### src/rtl/clksw_pkg.sv
package clksw_pkg;
  localparam int SEL_W = 2;
  typedef logic [SEL_W-1:0] sel_t;
  localparam sel_t SEL_PRI = 2'b00;
  localparam sel_t SEL_RC  = 2'b10;
endpackage

### src/rtl/clksw_resolve.sv
module clksw_resolve
  import clksw_pkg::*;
(
  input  sel_t wdata_i,
  input  logic sec_en_i,
  output sel_t final_o
);
  // secondary codes (x1) fall back to their even neighbour when disabled
  always_comb begin
    final_o    = wdata_i;
    final_o[0] = wdata_i[0] & sec_en_i;
  end
endmodule

### src/rtl/clksw_fall_det.sv
module clksw_fall_det #(
  parameter int STAGES = 2
) (
  input  logic clk_i,
  input  logic rst_ni,
  input  logic src_i,
  output logic fall_o
);
  logic [STAGES-1:0] sync_q;
  logic              prev_q;

  always_ff @(posedge clk_i or negedge rst_ni) begin
    if (!rst_ni) begin
      sync_q <= '0;
      prev_q <= 1'b0;
    end else begin
      sync_q <= {sync_q[STAGES-2:0], src_i};
      prev_q <= sync_q[STAGES-1];
    end
  end

  assign fall_o = prev_q & ~sync_q[STAGES-1];
endmodule

### src/rtl/clksw_edge_cnt.sv
module clksw_edge_cnt #(
  parameter int EDGES = 8,
  localparam int CW = $clog2(EDGES + 1)
) (
  input  logic clk_i,
  input  logic rst_ni,
  input  logic start_i,
  input  logic fall_i,
  output logic busy_o,
  output logic done_o
);
  logic [CW-1:0] cnt_q;
  logic          busy_q;

  assign done_o = busy_q & fall_i & (cnt_q == CW'(EDGES - 1));
  assign busy_o = busy_q;

  always_ff @(posedge clk_i or negedge rst_ni) begin
    if (!rst_ni) begin
      cnt_q  <= '0;
      busy_q <= 1'b0;
    end else if (start_i && !busy_q) begin
      cnt_q  <= '0;
      busy_q <= 1'b1;
    end else if (busy_q && fall_i) begin
      cnt_q <= cnt_q + 1'b1;
      if (done_o) busy_q <= 1'b0;
    end
  end

  a_r4_release_at_count: assert property (@(posedge clk_i) disable iff (!rst_ni)
    $fell(busy_q) |-> cnt_q == CW'(EDGES));
  a_r9_idle_no_count: assert property (@(posedge clk_i) disable iff (!rst_ni)
    (!busy_q && !start_i) |=> $stable(cnt_q));
endmodule

### src/rtl/clksw_ctrl.sv
module clksw_ctrl
  import clksw_pkg::*;
#(
  parameter int HOLD_EDGES  = 8,
  parameter int SYNC_STAGES = 2
) (
  input  logic       clk_i,
  input  logic       rst_ni,
  input  logic       sel_wr_i,
  input  logic [1:0] sel_wdata_i,
  input  logic       sec_en_i,
  input  logic       src_clk_i,
  output logic [1:0] sel_o,
  output logic       hold_q1_o,
  output logic       busy_o,
  output logic       osts_o,
  output logic       sec_run_o,
  output logic       pri_pd_o
);
  sel_t sel_q, final_sel;
  logic fall, busy, done, start;
  logic osts_q, sec_run_q, pri_pd_q;

  clksw_resolve u_resolve (
    .wdata_i (sel_wdata_i),
    .sec_en_i(sec_en_i),
    .final_o (final_sel)
  );

  clksw_fall_det #(.STAGES(SYNC_STAGES)) u_fall (
    .clk_i (clk_i),
    .rst_ni(rst_ni),
    .src_i (src_clk_i),
    .fall_o(fall)
  );

  clksw_edge_cnt #(.EDGES(HOLD_EDGES)) u_cnt (
    .clk_i  (clk_i),
    .rst_ni (rst_ni),
    .start_i(start),
    .fall_i (fall),
    .busy_o (busy),
    .done_o (done)
  );

  assign start = sel_wr_i & ~busy & (final_sel != sel_q);

  always_ff @(posedge clk_i or negedge rst_ni) begin
    if (!rst_ni) begin
      sel_q     <= SEL_PRI;
      osts_q    <= 1'b1;
      sec_run_q <= 1'b0;
      pri_pd_q  <= 1'b0;
    end else if (start) begin
      sel_q <= final_sel;
      if (final_sel[0]) begin
        osts_q   <= 1'b0;
        pri_pd_q <= 1'b1;
      end
    end else if (done) begin
      sec_run_q <= sel_q[0];
      if (!sel_q[0]) begin
        osts_q   <= 1'b1;
        pri_pd_q <= 1'b0;
      end
    end
  end

  assign sel_o     = sel_q;
  assign hold_q1_o = busy;
  assign busy_o    = busy;
  assign osts_o    = osts_q;
  assign sec_run_o = sec_run_q;
  assign pri_pd_o  = pri_pd_q;

  a_r2_same_code_no_event: assert property (@(posedge clk_i) disable iff (!rst_ni)
    (sel_wr_i && !busy && final_sel == sel_q) |=> !busy && $stable(sel_q));
  a_r3_remap_even: assert property (@(posedge clk_i) disable iff (!rst_ni)
    (sel_wr_i && !sec_en_i) |=> (!sel_q[0] || $stable(sel_q)));
  a_r5_busy_ignores_write: assert property (@(posedge clk_i) disable iff (!rst_ni)
    busy |=> $stable(sel_q));
  a_r6_osts_low_on_sec: assert property (@(posedge clk_i) disable iff (!rst_ni)
    (busy && sel_q[0]) |-> !osts_q);
  a_r7_sec_run_after_switch: assert property (@(posedge clk_i) disable iff (!rst_ni)
    $rose(sec_run_q) |-> $past(busy) && sel_q[0]);
  a_r8_pd_with_sec: assert property (@(posedge clk_i) disable iff (!rst_ni)
    (sec_run_q && !busy) |-> pri_pd_q);
endmodule

### config.mk
export PLATFORM = sky130hd
export DESIGN_NAME = clksw_ctrl
export DESIGN_NICKNAME = d
export VERILOG_FILES = /design/src/rtl/clksw_pkg.sv /design/src/rtl/clksw_resolve.sv /design/src/rtl/clksw_fall_det.sv /design/src/rtl/clksw_edge_cnt.sv /design/src/rtl/clksw_ctrl.sv
export SDC_FILE = /design/constraint.sdc
export NUM_CORES = 1
export LEC_CHECK = 0
export CELL_PAD_IN_SITES_DETAIL_PLACEMENT = 1
export CELL_PAD_IN_SITES_GLOBAL_PLACEMENT = 2
export CORE_MARGIN = 1
export CORE_UTILIZATION = 27
export DETAILED_ROUTE_END_ITERATION = 10
export PLACE_DENSITY = 0.76
export SLEW_MARGIN = 15
export SYNTH_ARGS = -nofsm -noshare
export SYNTH_HDL_FRONTEND = slang
export SYNTH_SLANG_ARGS = --single-unit
### constraint.sdc
create_clock -name clk_i -period 1.4 [get_ports clk_i]
set_input_delay 0.14 -clock clk_i [delete_from_list [all_inputs] [get_ports clk_i]]
set_output_delay 0.14 -clock clk_i [all_outputs]
set_load 0.01 [all_outputs]
Word level (Yosys, flattened, before mapping). Cells that the tools add are included.

Flip-flop bits (word level): 13. Input bits: 7. Output and inout bits: 7. Logic and storage cells: 44.

Add/sub/neg operators: 1. Equality and inequality tests: 4. Muxes and demuxes: 13. Bitwise operators: 9. Reductions and logical operators: 9.

Operator list (number): $mux W1 (11); $mux W4 (2); $and A1 B1 Y1 (6); $reduce_bool A2 Y1 (3); $add A4 B1 Y4 const B (1); $eq A4 B3 Y1 const B (1); $reduce_and A2 Y1 (2); $not A1 Y1 (3); $reduce_and A3 Y1 (1); $logic_and A1 B1 Y1 (2); $ne A2 B1 Y1 const B (1); $ne A2 B2 Y1 (1); $ne A2 B2 Y1 const B (1); $logic_not A1 Y1 (1).

Depth between registers and ports, before layout. Gate-level depths: netlist of run 1.

Depth in word-level cells: 7. Depth in mapped cells: 4. Mapped depth without buffers: 4.

Modules after synthesis. Synthesis of run 1 repeated with hierarchy kept, for this count alone.

Cells, all modules: 55. Area, all modules: 636.9 um^2.

Modules (own cells, without submodules): clksw_ctrl (times used 1, cells each 29, area each 285.3 um^2, sequential area each 126.4 um^2); clksw_edge_cnt (times used 1, cells each 20, area each 249.0 um^2, sequential area each 125.1 um^2); clksw_fall_det (times used 1, cells each 4, area each 88.8 um^2, sequential area each 75.1 um^2); clksw_resolve (times used 1, cells each 2, area each 13.8 um^2, sequential area each 0.0 um^2).

Worst setup path before layout of run 1. OpenSTA, ideal clock, no wires.

Path type: reg2reg. Start: register u_cnt.busy_q (netlist: u_cnt.busy_o). End: register sec_run_q (netlist: sec_run_o). Library setup time: 0.125 ns. Data arrival time: 1.283 ns. Data required time: 1.275 ns. Setup slack: -0.008 ns. Stages on the path, launching flop included: 4. Buffers on the path: 0. Clock period less this slack: 1.408 ns. Cells stage by stage: dfrtp_1 nand3b_4 or3_4 mux2_4.

Longest elaborated chain between the ends: 5. Elaborated cells between the ends (all ways): 7. Classes of those cells: bitwise: 6; reduce/logical: 1.

RTL lines: start: declaration (RTL line clksw_edge_cnt.sv:13) `logic busy_q;`; start signal: assignment (RTL line clksw_edge_cnt.sv:21) `busy_q <= 1'b0;`; start signal: assignment (RTL line clksw_edge_cnt.sv:24) `busy_q <= 1'b1;`; start signal: assignment (RTL line clksw_edge_cnt.sv:27) `if (done_o) busy_q <= 1'b0;`; $not A1 Y1 (RTL line clksw_ctrl.sv:46) `assign start = sel_wr_i & ~busy & (final_sel != sel_q);`; $and A1 B1 Y1 (2 in series) (RTL line clksw_ctrl.sv:46); $not A1 Y1 (no source line); $reduce_and A2 Y1 (no source line) *; end signal: assignment (RTL line clksw_ctrl.sv:61) `sec_run_q <= sel_q[0];`; end: declaration (RTL line clksw_ctrl.sv:22) `logic osts_q, sec_run_q, pri_pd_q;`.

Mark *: on every way between the ends. The rest lies on a longest branch, timed or not. A chain may end at the register's enable or synchronous reset.

Final worst setup path of run 1.
Start: register u_fall.sync_q[1]. End: register sec_run_q (netlist: sec_run_o).

Longest elaborated chain between the ends: 5.

RTL lines: start: declaration (RTL line clksw_fall_det.sv:9) `logic [STAGES-1:0] sync_q;`; start signal: assignment (RTL line clksw_fall_det.sv:17) `sync_q <= {sync_q[STAGES-2:0], src_i};`; $not A1 Y1 (RTL line clksw_fall_det.sv:22) `assign fall_o = prev_q & ~sync_q[STAGES-1];`; $and A1 B1 Y1 (RTL line clksw_fall_det.sv:22); $and A1 B1 Y1 (2 in series) (RTL line clksw_edge_cnt.sv:15) `assign done_o = busy_q & fall_i & (cnt_q == CW'(EDGES - 1));`; $reduce_and A2 Y1 (no source line).

Every way passes these cells.

==> impl_results.md, run 1 <==
* Status: finished clean
* DR DRC count at 0
* Post-synthesis sequential area ratio at 0.580
* Peak supply drop at 0.000732 V
* Number of H-tree levels at 1
* Max Clk Rate at 737 MHz
* Total track usage at 0.117
* Root Driver: clkbuf_4
* Metal-1 WL at 491 um
* Count of unique library cells instantiated by Yosys at 26
* Cell depth of the worst flop-to-flop path at 3
* Via/cell ratio at 4.40
* Max_slew headroom at 0.858
* Initial Utilization at 0.287
* Finished Core Util at 0.402
* Critical path's largest stage delay at 400 ps
* Hold Violations, Final at 0
* Setup violators final at 0
* Reg-to-Reg End: sec_run_o
* Die Wd at 47.7 um
* Crit path time final at 1360 ps
* Met2 Wirelength at 525 um
* TritonRoute pass-1 iters at 4
* Maximum clock path buffer count at 2
* PD cells at 1760 nW/um^2
* Total number of vias at 409
* Mapped Area at 563 um^2
* Pleak at 0.351 nW
* Core ar. at 1960 um^2
* CTS tree: yes
* Routed Antenna Nets at 0
* Crit. End Element: flip-flop
* Initial DRC Count at 5
* Setup_tns at 0 ps
* Arr. time, crit path at 1510 ps
* WP data required at 1560 ps
* Die ar. at 2270 um^2
* CP Cell Sequence: nand3b_4 -> or3_4 -> mux2_4
* Ys Warns at 0
* Syn_nets at 52
* Crit path max-delay cell type: or3_4
* Layout area overhead at 40.0%
* Met3 wire length at 60 um
* Reg2reg start: u_fall.sync_q[1]
* Avg Cell Area, Syn at 12.8 um^2
* Final Cycle Share at 0.969
* Largest net degree at the start of global routing at 14
* Antenna cell count at 0
* Clock Pin Slew Worst Setup and Hold Paths at 70 ps
* Share of cells above drive strength 1 at 0.258
* RSZ-0062 raised after global routing: no
* Max_cap viols at 0
* R2R Setup Slk at 40 ps
* Later-pin clock latency in the skew report at 270 ps
* Vias in the first global route at 420
* Buffers on Ports at 13
* Clock sinks at 13
* Most frequent cells in the layout: 10 x dfrtp_1, 9 x clkdlybuf4s50_1, 6 x buf_4, 4 x dlygate4sd2_1
* Post-CTS Hold Buffers at 0
* Gr ovfl total at 0
* Wirelength per Cell at 11.7 um
* Die span in y at 47.7 um
* Final setup skew at 2.56 ps
* Max FO, Critical Path at 4
* CP Class: reg2reg
* HP Class: in2async
* Final Slew Violations at 0
* Nets at 75
* Worst slew pin tran at 212 ps
* DP HPWL at 819 um
* DR top layer: met4
* First-pass GRT wire length at 1770 um
* IO Count at 14
* Most common cell after layout, fill and taps aside: dfrtp_1
* RePlAce Congestion at 0.691
* Total Wirelength at 1090 um
* Initial antenna violation count at 0
* FP Rows at 16
* Num CTS Buffers at 3
* #FFs+latches synth at 13
* Post-synthesis cell count at 44
* Startpoint Class: flip-flop
[layout make-up]
class | instances | area (um^2)
multi-input cells | 29 | 225
clock buffers | 4 | 26.3
fillers | 240 | 1170
inverters | 1 | 3.75
flip-flops and latches | 13 | 329
repair buffers | 19 | 170
well taps | 27 | 33.8
[stage by stage]
stage          worst slack, ps  cell area, um^2  hold WS (ps)  power [W]  instances
6_report                  42.9              788           170    0.00139         93
4_1_cts                   42.4              788           164    0.00142         93
5_1_grt                   11.6              788           170    0.00150         93
3_3_place_gp              65.3              751           334    0.00117         87
2_1_floorplan             57.2              564          -156   0.000900         44
3_5_place_dp              52.8              751           345    0.00119         87
[routing by layer]
metal,global-route usage,vias up
li1,-,198
met1,0.132,193
met2,0.197,16
met3,0.0453,2
met4,0.0500,0
met5,0,-
[critical path, delay by kind of cell, from the launching register on]
family / cells / cell delay (ps)
and+or+nand+nor: 2 / 560
DFF: 1 / 390
muxes: 1 / 300
[logic make-up after synthesis]
logic type                 after synthesis  share of synthesized area
AOI/OAI and AO/OA                        8                     0.0956
xor gates and xnor gates                 3                     0.0467
adders and majority gates                1                     0.0222
buffers and inverters                    2                     0.0200
DFF                                     13                      0.580
muxes                                    3                     0.0644
and+or+nand+nor                         14                      0.171
[worst max path at each step]
stage                            to  slack [ps]             start
final                     sec_run_o          40  u_fall.sync_q[1]
after detailed placement  sec_run_o          50  u_fall.sync_q[1]
after CTS                 sec_run_o          40  u_fall.sync_q[1]
after global placement    sec_run_o          70  u_fall.sync_q[1]
after global routing      sec_run_o          10    u_cnt.cnt_q[1]
after floorplan           sec_run_o          60      u_cnt.busy_o
[power breakdown]
group | internal [W] | switching (W)
registers | 0.000521 | 0.000111
clock network | 0.000110 | 0.000111
logic | 0.000321 | 0.000214
[sequential cells by signal, indices dropped and copies added (netlist names)]
signal         flops
u_cnt.cnt_q        4
sel_o              2
u_fall.sync_q      2
osts_o             1
pri_pd_o           1
sec_run_o          1
u_cnt.busy_o       1
u_fall.prev_q      1
[synthesized netlist by cell type]
cell type,instances,share of area
a21o_1,1,0.013
dfrtp_1,12,0.53
nand3_1,1,0.0089
nand2b_1,1,0.011
xor2_1,2,0.031
nor2_1,3,0.020
mux2i_1,1,0.018
o22a_1,1,0.016
mux2_2,1,0.020
nand3b_4,1,0.036
nand3b_1,1,0.013
dfstp_2,1,0.047
or3_4,1,0.020
inv_1,1,0.0067
o21ai_0,1,0.0089
o22ai_1,1,0.011
nand4b_1,2,0.031
mux2_4,1,0.027
a31oi_1,1,0.011
or3_1,1,0.011
a21oi_1,2,0.018
a21bo_2,1,0.018
ha_1,1,0.022
buf_4,1,0.013
nand2_1,3,0.020
xnor2_1,1,0.016
[repair_timing]
item                       CTS  global route
setup buffers                2             0
setup endpoints to repair    4             0
resized for setup            5             0
Power figures use the tool's default switching activity.
==> inputs of run 2 (changes only) <==
--- a/config.mk
+++ b/config.mk
@@ -10,8 +10,10 @@
 export CORE_MARGIN = 1
 export CORE_UTILIZATION = 27
 export DETAILED_ROUTE_END_ITERATION = 10
-export PLACE_DENSITY = 0.76
+export PLACE_DENSITY = 0.75
+export REMOVE_ABC_BUFFERS = 1
 export SLEW_MARGIN = 15
 export SYNTH_ARGS = -nofsm -noshare
 export SYNTH_HDL_FRONTEND = slang
+export SYNTH_HIERARCHICAL = 1
 export SYNTH_SLANG_ARGS = --single-unit
==> run 2 against run 1 <==
  * Final area is 24% higher
  * Worst hold slack gained 0.69 ps
  * Global-route usage rose by 1.1 points
  * Area after synthesis up 13%
  * Via count grew 29%
  * Register-to-register slack is essentially flat
  * Power is 26% higher
  * Cell count increased by 24%
  * Sequential cell count did not move
  * Sequential share of layout area decreased by 8.3 points
  * Clock skew fell by 1.8 ps
  * Utilization increased by 4.1 points
  * Largest power group is now combinational logic
==> impl_results.md, run 2 <==
* Initial Utilization at 0.288 (was 0.287)
* Most frequent cells in the layout: 17 x buf_4, 11 x dfrtp_1, 7 x clkdlybuf4s50_1, 6 x nand2_1, 4 x dlygate4sd2_1 (was 10 x dfrtp_1, 9 x clkdlybuf4s50_1, 6 x buf_4, 4 x dlygate4sd2_1)
* Die ar. at 2560 um^2 (was 2270 um^2)
* Crit path max-delay cell type: dfrtp_1 (was or3_4)
* Initial antenna violation count at 0 (unchanged)
* Wirelength per Cell at 13.2 um (was 11.7 um)
* Post-synth top cells: 12 x dfrtp_1, 6 x nand2_1, 3 x a22o_1, 3 x xnor2_1 (was 12 x dfrtp_1, 3 x nand2_1, 3 x nor2_1)
* Cell area after layout at 980 um^2 (was 788 um^2)
* Count of unique library cells instantiated by Yosys at 28 (was 26)
* Total Wirelength at 1520 um (was 1090 um)
* Cell family with most CP delay: buffers and inverters (was simple AND/OR/NAND/NOR gates)
* Top area cells in the synthesized netlist: dfrtp_1 47%, dfstp_2 4.1%, a22o_1 4.1% (was dfrtp_1 53%, dfstp_2 4.7%, nand3b_4 3.6%)
* Most frequent CP cell: buf_4
* Top_reg_cell synth: dfrtp_1 (unchanged)
* Total number of vias at 529 (was 409)
* Root Driver: clkbuf_4 (unchanged)
* PD cells at 1790 nW/um^2 (was 1760 nW/um^2)
* Post-synthesis cell count at 55 (was 44)
* Total track usage at 0.128 (was 0.117)
* Max FO, Critical Path at 6 (was 4)
* Maximum clock path buffer count at 2 (unchanged)
* Hold Violations, Final at 0 (unchanged)
* Die span in y at 50.6 um (was 47.7 um)
* CP Cell Sequence: buf_4 -> buf_4 -> dlygate4sd2_1 (was nand3b_4 -> or3_4 -> mux2_4)
* HP Class: in2async (unchanged)
* CTS tree: yes (unchanged)
* Critical path's largest stage delay at 400 ps (about the same)
* Worst path bufs/invs at 3 (was 0)
* #FFs+latches synth at 13 (unchanged)
* Arr. time, crit path at 1220 ps (was 1510 ps)
* Startpoint Class: flip-flop (unchanged)
* Top reg by flops: u_cnt/cnt_q (was u_cnt.cnt_q)
* Ys Warns at 6 (was 0)
* Vias in the first global route at 510 (was 420)
* IO Count at 14 (unchanged)
* Buffers on Ports at 13 (unchanged)
* RePlAce Congestion at 0.686 (was 0.691)
* Number of synthesized flops with an enable pin at 0 (unchanged)
* DR DRC count at 0 (unchanged)
* Num CTS Buffers at 3 (unchanged)
* Mapped Area at 637 um^2 (was 563 um^2)
* Largest net degree at the start of global routing at 14 (unchanged)
* Post-synthesis sequential area ratio at 0.513 (was 0.580)
* Most common cell in the netlist: dfrtp_1 (unchanged)
* Clock Pin Slew Worst Setup and Hold Paths at 80 ps (was 70 ps)
* Crit. End Element: output pin (was flip-flop)
* Crit path time final at 1360 ps (about the same)
* Peak supply drop at 0.000769 V (was 0.000732 V)
* Area of the multi-input gates at 329 um^2 (was 225 um^2)
* Number of H-tree levels at 1 (unchanged)
* Max Clk Rate at 734 MHz (was 737 MHz)
* Antenna cell count at 0 (unchanged)
* Die Wd at 50.6 um (was 47.7 um)
* Most common cell after layout, fill and taps aside: buf_4 (was dfrtp_1)
* WP data required at 1260 ps (was 1560 ps)
* Post-synth top area cell: dfrtp_1 (unchanged)
* Share of cells above drive strength 1 at 0.379 (was 0.258)
* DP HPWL at 1000 um (was 819 um)
* Pleak at 0.474 nW (was 0.351 nW)
* Final setup skew at 0.796 ps (was 2.56 ps)
* FP Rows at 17 (was 16)
* First-pass GRT wire length at 2340 um (was 1770 um)
* RSZ-0062 raised after global routing: yes (was no)
* Nets at 96 (was 75)
* Max FFs per register at 4 (unchanged)
* Sequential standard cell area at 328 um^2 (was 329 um^2)
* Gr ovfl total at 0 (unchanged)
* Status: finished clean (unchanged)
* Avg Cell Area, Syn at 11.6 um^2 (was 12.8 um^2)
* Max_slew headroom at 0.770 (was 0.858)
* Layout area overhead at 53.8% (was 40.0%)
* Ys async rst share at 1.00 (unchanged)
* Placement Cell Area at 870 um^2 (was 751 um^2)
* Routed Antenna Nets at 0 (unchanged)
* TritonRoute pass-1 iters at 4 (unchanged)
* Share of the synthesized area in the top cell type at 0.472 (was 0.533)
* Total power at 0.00176 W (was 0.00139 W)
* Later-pin clock latency in the skew report at 270 ps (about the same)
* Via/cell ratio at 4.60 (was 4.40)
* Final Slew Violations at 0 (unchanged)
* Core ar. at 2210 um^2 (was 1960 um^2)
* Clock sinks at 13 (unchanged)
* Post-CTS Hold Buffers at 0 (unchanged)
* Initial DRC Count at 2 (was 5)
* Setup violators final at 0 (unchanged)
* Worst slew pin tran at 343 ps (was 212 ps)
* Fillers at 245 (was 240)
* Max_cap viols at 0 (unchanged)
* Setup_tns at 0 ps (unchanged)
* Final Cycle Share at 0.973 (was 0.969)
* CP Class: reg2out (was reg2reg)
## run 2: cell families after synthesis
| family | synth area share |
|---|---|
| AND/OR/NAND/NOR | 0.212 |
| flip-flops | 0.513 |
| AO/OA/AOI/OAI | 0.122 |
| XOR/XNOR | 0.0806 |
| buffers and inverters | 0.0295 |
| multiplexers | 0.0236 |
| adder cells (fa/ha/maj) | 0.0196 |
## run 2: per-layer routing
metal  global-route usage  part of all wire
met5                    0                 0
met4               0.0417            0.0079
met3               0.0455             0.029
met2                0.200              0.50
met1                0.163              0.46
## run 2: what timing repair did
item | CTS | global route
resized for setup | 7 | 8
setup endpoints to repair | 5 | 5
pin swaps | 0 | 2
setup buffers | 1 | 5
## run 2: through the flow
step	hold WS (ps)	cells	worst slack (ps)	util
floorplan	-156	53	-74.3	-
global placement	355	105	-149	0.393
detailed placement	346	105	-195	0.393
CTS	168	110	13.0	0.411
global route	164	115	-21.7	0.443
finish	171	115	37.8	0.443
## run 2: area by class of cell
type | count | area share
Clock buffer | 4 | 0.0268
Inverter | 1 | 0.00383
Multi-Input combinational cell | 39 | 0.336
Sequential cell | 13 | 0.335
Tap cell | 28 | 0.0358
Timing Repair Buffer | 30 | 0.263
## run 2: path summary, 6_finish.rpt
| kind | to | slack (ps) | depth (start not counted) | start |
|---|---|---|---|---|
| setup reg to reg | sec_run_o | 40 | 5 | u_cnt/cnt_q[1] |
| setup / recovery | busy_o | 40 | 3 | u_cnt/busy_o |
| hold reg to reg | u_fall/sync_q[1] | 360 | 0 | u_fall/sync_q[0] |
| max in group asynchronous | osts_o | 1000 | 2 | rst_ni |
| hold / removal | sel_o[0] | 170 | 2 | rst_ni |
| min in group clk_i | u_fall/sync_q[0] | 300 | 1 | src_clk_i |
## run 2: where the power goes
group	switching, W	leakage [nW]	internal, W
Clock	0.000117	0.0150	0.000110
Sequential	0.0000992	0.153	0.000508
Combinational	0.000372	0.306	0.000548
Total	0.000589	0.474	0.00117
